$ cat src/rtl/frame_phase_pkg.sv
package frame_phase_pkg;
  localparam int DEF_CHAN_W      = 5;
  localparam int DEF_BIT_W       = 3;
  localparam int DEF_SYNC_STAGES = 2;
  localparam int DEF_WRAP_WINDOW = 64;

  typedef enum logic [1:0] {
    WRAP_NONE = 2'd0,
    WRAP_UP   = 2'd1,
    WRAP_DOWN = 2'd2
  } wrap_dir_e;
endpackage

$ cat src/rtl/ref_edge_sync.sv
module ref_edge_sync #(
  parameter int STAGES = 2
) (
  input  logic clk,
  input  logic rst_n,
  input  logic async_in,
  output logic rise
);
  logic [STAGES-1:0] sync_q;
  logic              hist_q;

  generate
    if (STAGES == 1) begin : g_single
      always_ff @(posedge clk or negedge rst_n) begin
        if (!rst_n) sync_q <= '0;
        else        sync_q <= async_in;
      end
    end else begin : g_chain
      always_ff @(posedge clk or negedge rst_n) begin
        if (!rst_n) sync_q <= '0;
        else        sync_q <= {sync_q[STAGES-2:0], async_in};
      end
    end
  endgenerate

  always_ff @(posedge clk or negedge rst_n) begin
    if (!rst_n) hist_q <= 1'b0;
    else        hist_q <= sync_q[STAGES-1];
  end

  assign rise = sync_q[STAGES-1] & ~hist_q;
endmodule

$ cat src/rtl/bit_phase_counter.sv
module bit_phase_counter #(
  parameter int W = 8
) (
  input  logic         clk,
  input  logic         rst_n,
  input  logic         restart,
  output logic [W-1:0] count
);
  always_ff @(posedge clk or negedge rst_n) begin
    if (!rst_n)       count <= '0;
    else if (restart) count <= '0;
    else              count <= count + 1'b1;
  end
endmodule

$ cat src/rtl/phase_wrap_track.sv
module phase_wrap_track
  import frame_phase_pkg::*;
#(
  parameter int W      = 8,
  parameter int WINDOW = 64
) (
  input  logic         clk,
  input  logic         rst_n,
  input  logic         capture,
  input  logic [W-1:0] sample,
  output logic [W-1:0] phase,
  output logic         wrap_bit,
  output logic         have_prev
);
  localparam int          HIGH_INT = (1 << W) - WINDOW;
  localparam logic [W-1:0] LOW_LIM  = WINDOW[W-1:0];
  localparam logic [W-1:0] HIGH_LIM = HIGH_INT[W-1:0];

  wrap_dir_e dir;

  always_comb begin
    dir = WRAP_NONE;
    if (have_prev) begin
      if (phase >= HIGH_LIM && sample < LOW_LIM)      dir = WRAP_UP;
      else if (phase < LOW_LIM && sample >= HIGH_LIM) dir = WRAP_DOWN;
    end
  end

  always_ff @(posedge clk or negedge rst_n) begin
    if (!rst_n) begin
      phase     <= '0;
      wrap_bit  <= 1'b0;
      have_prev <= 1'b0;
    end else if (capture) begin
      phase     <= sample;
      have_prev <= 1'b1;
      if (dir != WRAP_NONE) wrap_bit <= ~wrap_bit;
    end
  end
endmodule

$ cat src/rtl/frame_phase_meter.sv
module frame_phase_meter
  import frame_phase_pkg::*;
#(
  parameter int CHAN_W      = DEF_CHAN_W,
  parameter int BIT_W       = DEF_BIT_W,
  parameter int SYNC_STAGES = DEF_SYNC_STAGES,
  parameter int WRAP_WINDOW = DEF_WRAP_WINDOW
) (
  input  logic              clk,
  input  logic              rst_n,
  input  logic              frame_pulse,
  input  logic              ref_8k,
  output logic [CHAN_W-1:0] chan_cnt,
  output logic [BIT_W-1:0]  bit_cnt,
  output logic              frame_wrap
);
  localparam int PHASE_W = CHAN_W + BIT_W;

  logic               ref_rise;
  logic               have_prev;
  logic [PHASE_W-1:0] bit_clk_cnt;
  logic [PHASE_W-1:0] phase_q;

  ref_edge_sync #(.STAGES(SYNC_STAGES)) sync_i (
    .clk      (clk),
    .rst_n    (rst_n),
    .async_in (ref_8k),
    .rise     (ref_rise)
  );

  bit_phase_counter #(.W(PHASE_W)) cnt_i (
    .clk     (clk),
    .rst_n   (rst_n),
    .restart (frame_pulse),
    .count   (bit_clk_cnt)
  );

  phase_wrap_track #(.W(PHASE_W), .WINDOW(WRAP_WINDOW)) wrap_i (
    .clk       (clk),
    .rst_n     (rst_n),
    .capture   (ref_rise),
    .sample    (bit_clk_cnt),
    .phase     (phase_q),
    .wrap_bit  (frame_wrap),
    .have_prev (have_prev)
  );

  assign chan_cnt = phase_q[PHASE_W-1:BIT_W];
  assign bit_cnt  = phase_q[BIT_W-1:0];
endmodule

$ cat config.mk
export PLATFORM = sky130hd
export DESIGN_NAME = frame_phase_meter
export DESIGN_NICKNAME = d
export VERILOG_FILES = /design/src/rtl/frame_phase_pkg.sv /design/src/rtl/ref_edge_sync.sv /design/src/rtl/bit_phase_counter.sv /design/src/rtl/phase_wrap_track.sv /design/src/rtl/frame_phase_meter.sv
export SDC_FILE = /design/constraint.sdc
export NUM_CORES = 1
export LEC_CHECK = 0
export ABC_AREA = 1
export BUFFER_PORTS_ARGS = -buffer_cell sky130_fd_sc_hd__buf_2
export CORE_UTILIZATION = 30
export CTS_CLUSTER_DIAMETER = 30
export DETAILED_ROUTE_END_ITERATION = 12
export SLEW_MARGIN = 10
export SYNTH_ARGS = -nofsm -noshare
export SYNTH_HDL_FRONTEND = slang
export SYNTH_SLANG_ARGS = --single-unit
$ cat constraint.sdc
create_clock -name clk -period 2.15 [get_ports clk]
set_clock_uncertainty 0.1 [all_clocks]
set_input_delay 0.1075 -clock clk [delete_from_list [all_inputs] [get_ports clk]]
set_output_delay 0.1075 -clock clk [all_outputs]
set_load 0.1 [all_outputs]
Word-level counts from Yosys, hierarchy flattened
Index checks and enable logic that the tools add are counted.
{ "totals": {"regBits": 21, "in_bits": 4, "elab_cells": 22} }
{ "op_classes": {"n_addsub": 1, "magnitude_cmp": 4, "muxes": 4, "n_bitwise": 3, "reduce_logical": 4} }
{ "op_table": {"columns": ["cell", "count"], "rows": [
  [">= comparator 8 bit, second input constant", 2],
  ["< comparator 8 x 7 -> 1 bit, second input constant", 2],
  ["adder 8 x 1 -> 8 bit, second input constant", 1],
  ["two-way mux 8 bit", 1],
  ["two-way mux 2 bit", 3],
  ["logical AND 1 bit", 2],
  ["inverter 1 bit", 2],
  ["AND reduction 2 bit", 1],
  ["nonzero test 2 bit", 1],
  ["bitwise AND 1 bit", 1]
]} }

Logic depth before layout (Yosys ltp)
{ "depth": {"word_depth": 7, "ltp_mapped": 6, "ltp_nobuf": 6} }

Cells and area by module
A second synthesis with hierarchy kept.
{ "hier_totals": {"cells_unflattened": 101, "hier_area_um2": 885.8} }
{ "modules_own_cells": {"columns": ["module", "instances", "cells_each", "area_per_inst_um2", "seq_area_each_um2"], "rows": [
  ["phase_wrap_track", 1, 52, 424.2, 250.2],
  ["bit_phase_counter", 1, 44, 376.6, 200.2],
  ["ref_edge_sync", 1, 5, 85.1, 75.1]
]} }

Least setup slack after synthesis
OpenSTA, ideal clock, no wires.
{ "synth_path": {"path_type": "reg2reg", "from": "register wrap_i.phase[7]", "to": "register wrap_i.wrap_bit", "setup_time_ps": 122, "arrival_time_ps": 1326, "t_required_ps": 1928, "setup_slack_ps": 602, "path_stages_with_launch": 6, "path_buffers": 0, "period_less_slack_ps": 1548, "cell_sequence": "dfrtp_1 > nand2_1 > nand2_1 > nand3_1 > nand2_1 > nand2_1"} }
{ "synth_between": {"elab_chain_len": 7, "elab_cells_between_ends": 9, "classes_between": "order compare: 2; mux: 3; reduce/logical: 4"} }
{ "synth_rtl": {"columns": ["element", "line_no", "source"], "rows": [
  ["start, declared", "phase_wrap_track.sv:11", "output logic [W-1:0] phase,"],
  ["start signal, assigned", "phase_wrap_track.sv:35", "phase <= sample;"],
  ["< comparator 8 x 7 -> 1 bit", "phase_wrap_track.sv:25", "else if (phase < LOW_LIM && sample >= HIGH_LIM) dir = WRAP_DOWN;"],
  ["logical AND 1 bit", "phase_wrap_track.sv:25", null],
  ["two-way mux 2 bit", "phase_wrap_track.sv:25", null],
  ["two-way mux 2 bit (*)", "phase_wrap_track.sv:24", "if (phase >= HIGH_LIM && sample < LOW_LIM) dir = WRAP_UP;"],
  ["two-way mux 2 bit (*)", "phase_wrap_track.sv:23", "if (have_prev) begin"],
  ["nonzero test 2 bit (*)", "phase_wrap_track.sv:37", "if (dir != WRAP_NONE) wrap_bit <= ~wrap_bit;"],
  ["AND reduction 2 bit (no source line) (*)", null, null],
  ["end signal, assigned", "phase_wrap_track.sv:37", null],
  ["end, declared", "phase_wrap_track.sv:12", "output logic wrap_bit,"]
]} }
Mark *: on every way between the ends. The rest lies on a longest branch, timed or not.
A chain may end at the register's enable or synchronous reset.

Final worst setup path
{ "layout_path": {"from": "register wrap_i.phase[6]", "to": "output port chan_cnt[3]"} }
{ "layout_lines": {"columns": ["element", "line_no", "source"], "rows": [
  ["end, declared", "frame_phase_meter.sv:13", "output logic [CHAN_W-1:0] chan_cnt,"]
]} }
No word-level cell between the ends.

==> summary.md <==
| Metric | Value |
|---|---|
| Clock Sinks | `21` |
| Yosys reg bits | `21` |
| Post-synth top flop | `dfrtp_1` |
| Top-area cell type share of the netlist area | `0.587` |
| IO buf count | `12` |
| Total power | `approximately 690 uW` |
| Max Cap Viol | `0` |
| Mapped cell area | `~900 um^2` |
| Layout cells sized above 1 | `0.237` |
| Main area contributors after synthesis | `dfrtp_1 59%, nand2_1 11%, inv_1 4.6%` |
| Diode count | `0` |
| WS Path Type | `reg2out` |
| DRC viols | `0` |
| Initial core utilization | `0.322` |
| Clk slew on worst S/H paths | `0.11 ns` |
| Pre-CTS setup slack | `0.939 ns` |
| Status | `completed` |
| Max IR drop VDD | `approximately 0.39 mV` |
| Post-synthesis async set-or-reset flop share | `1.00` |
| Cells after DPL | `138` |
| Cell taking the most area after synthesis | `dfrtp_1` |
| Mean cell area of the mapped netlist | `9.32 um^2` |
| Die W | `around 57 um` |
| Initial antenna violation count | `0` |
| Hold Path Class | `in2async` |
| CP delay by family, top | `buffers and inverters` |
| Vias in the first global route | `530` |
| Pin count of the biggest net entering global routing | `22` |
| Period utilisation layout | `0.628` |
| Most common cell after layout, fill and taps aside | `nand2_1` |
| Final nets | `120` |
| Antenna Nets Post-Route | `0` |
| Worst setup SP type | `register` |
| Via density per instance | `between 4 and 5` |
| Post-DP HPWL | `just over 1 mm` |
| Worst path cell trace | `buf_2` |
| Leak pwr | `0.549 nW` |
| Post-synthesis sequential area ratio | `0.587` |
| Period minus WS final | `1.35 ns` |
| Gr ovfl total | `0` |
| Hold slack | `roughly 0.18 ns` |
| F_max | `741 MHz` |
| Core area | `2780 um^2` |
| Crit end category | `output pin` |
| Routed length per instance | `9.52 um` |
| GRT Total Usage | `0.0919` |
| Final Hold Viols | `0` |
| Die Y | `56.6 um` |
| M1 WL | `673 um` |
| Top sig layer | `met4` |
| GP Congestion | `0.698` |
| IO Pins | `13` |
| Clock Tree Root | `clkbuf_4` |
| Worst Tran Pin Value | `0.484 ns` |
| Row cnt | `19` |
| First-pass GRT wire length | `2.26 mm` |
| WL met3 | `roughly 44 um` |
| Vias | `approximately 630` |
| Worst-skew pair later-pin latency | `0.29 ns` |
| DRT Pass-1 Iters | `4` |
| CP max stage delay | `about 0.44 ns` |
| Max H-tree Level | `1` |
| Worst path bufs/invs | `1` |
| CTS tree | `yes` |
| Power Dens Cells | `around 670 nW/um^2` |
| Routed wl met2 | `approximately 650 um` |
| 1st-iter DRT viols | `12` |
| Longest Clk Path Bufs | `2` |
| Synthesized Nets | `101` |
| Final Max Tran Viols | `0` |
| Leading cell types in the layout, fill and taps excluded | `27 x nand2_1, 21 x dfrtp_1, 12 x buf_2` |
| Finished Layout Cells | `145` |
| Routed wire length | `1.38 mm` |
| TritonCTS Buffers | `3` |
| Die ar. | `between 3000 and 4000 um^2` |
| Critical path peak fanout | `4` |
| Post-synth EDFFs | `0` |
| Synthesized netlist cell count | `96` |
| Yosys cell types | `18` |
| Crit-path slowest cell | `buf_2` |
| RSZ-0062 raised after global routing | `no` |
| Post_cts resized | `0` |
| Worst slew margin | `0.680` |
| Worst EP arrival | `1.14 ns` |
| Final setup margin | `0.801 ns` |
| Critical path required time | `1.94 ns` |
| Syn. warnings | `0` |
| Setup tns final | `0 ns` |
| Area growth, synth to finish | `16.1%` |
| Setup Buffers After CTS | `0` |
| Final setup vio count | `0` |
-- Yosys cell counts (2+ instances only) --
cell type,n
o21ai_2,4
nand2_1,27
nand2_2,2
nand3_1,7
dfrtp_1,21
nor2_1,8
o21ai_1,2
nor2_2,2
a21oi_1,4
inv_1,11
-- per-stage QoR --
step | cell area, um^2 | utilization
finish | 1040 | 0.373
floorplan | 895 | -
detailed placement | 982 | 0.353
global route | 1040 | 0.373
CTS | 1040 | 0.373
global placement | 982 | 0.353
-- final timing paths --
check | startpoint | end | slack, ns | depth (start not counted)
max | wrap_i.phase[6] | chan_cnt[3] | 0.80 | 1
max reg2reg | cnt_i.count[0] | cnt_i.count[6] | 0.92 | 6
min in group clk | sync_i.sync_q[0] | sync_i.sync_q[1] | 0.26 | 0
min reg2reg | sync_i.sync_q[0] | sync_i.sync_q[1] | 0.26 | 0
max in group asynchronous | rst_n | wrap_i.phase[0] | 1.46 | 2
min | rst_n | wrap_i.phase[4] | 0.18 | 2
-- power by group --
group / switching [mW] / internal, mW / leakage, nW
clock network: 0.111 / 0.0721 / 0.0150
logic: 0.0742 / 0.0179 / 0.257
registers: 0.0108 / 0.408 / 0.277
-- timing repair --
action | in CTS | in global routing
hold endpoints to repair | 24 | 0
setup endpoints to repair | 0 | 0
hold buffers | 3 | 0
-- area by class of cell --
cell class | instances | area [um^2]
multi-input combinational | 62 | 313
fill | 294 | 1740
sequential | 21 | 526
tap | 31 | 38.8
clock buffer | 4 | 26.3
inverter | 12 | 45.0
timing repair buffer | 15 | 90.1
-- logic make-up (layout without fill, tap and decap cells) --
kind of cell / after synthesis / in the layout / synth area share
and+or+nand+nor: 50 / 50 / 0.257
DFF: 21 / 21 / 0.587
buffers and inverters: 13 / 31 / 0.0629
AOI/OAI and AO/OA: 11 / 11 / 0.0783
adders and majority gates: 1 / 1 / 0.0140
-- routing by layer --
layer  GRT usage  up-vias
li1            -      340
met1       0.122      285
met2       0.138        7
met3      0.0207        2
met4      0.0523        0
met5           0        -
-- sequential cells by signal, indices dropped and copies added, names as in the netlist --
signal	flops
wrap_i.phase	8
sync_i.hist_q	1
wrap_i.have_prev	1
wrap_i.wrap_bit	1
sync_i.sync_q	2
cnt_i.count	8
No activity file was read; power rests on OpenSTA's default activity.
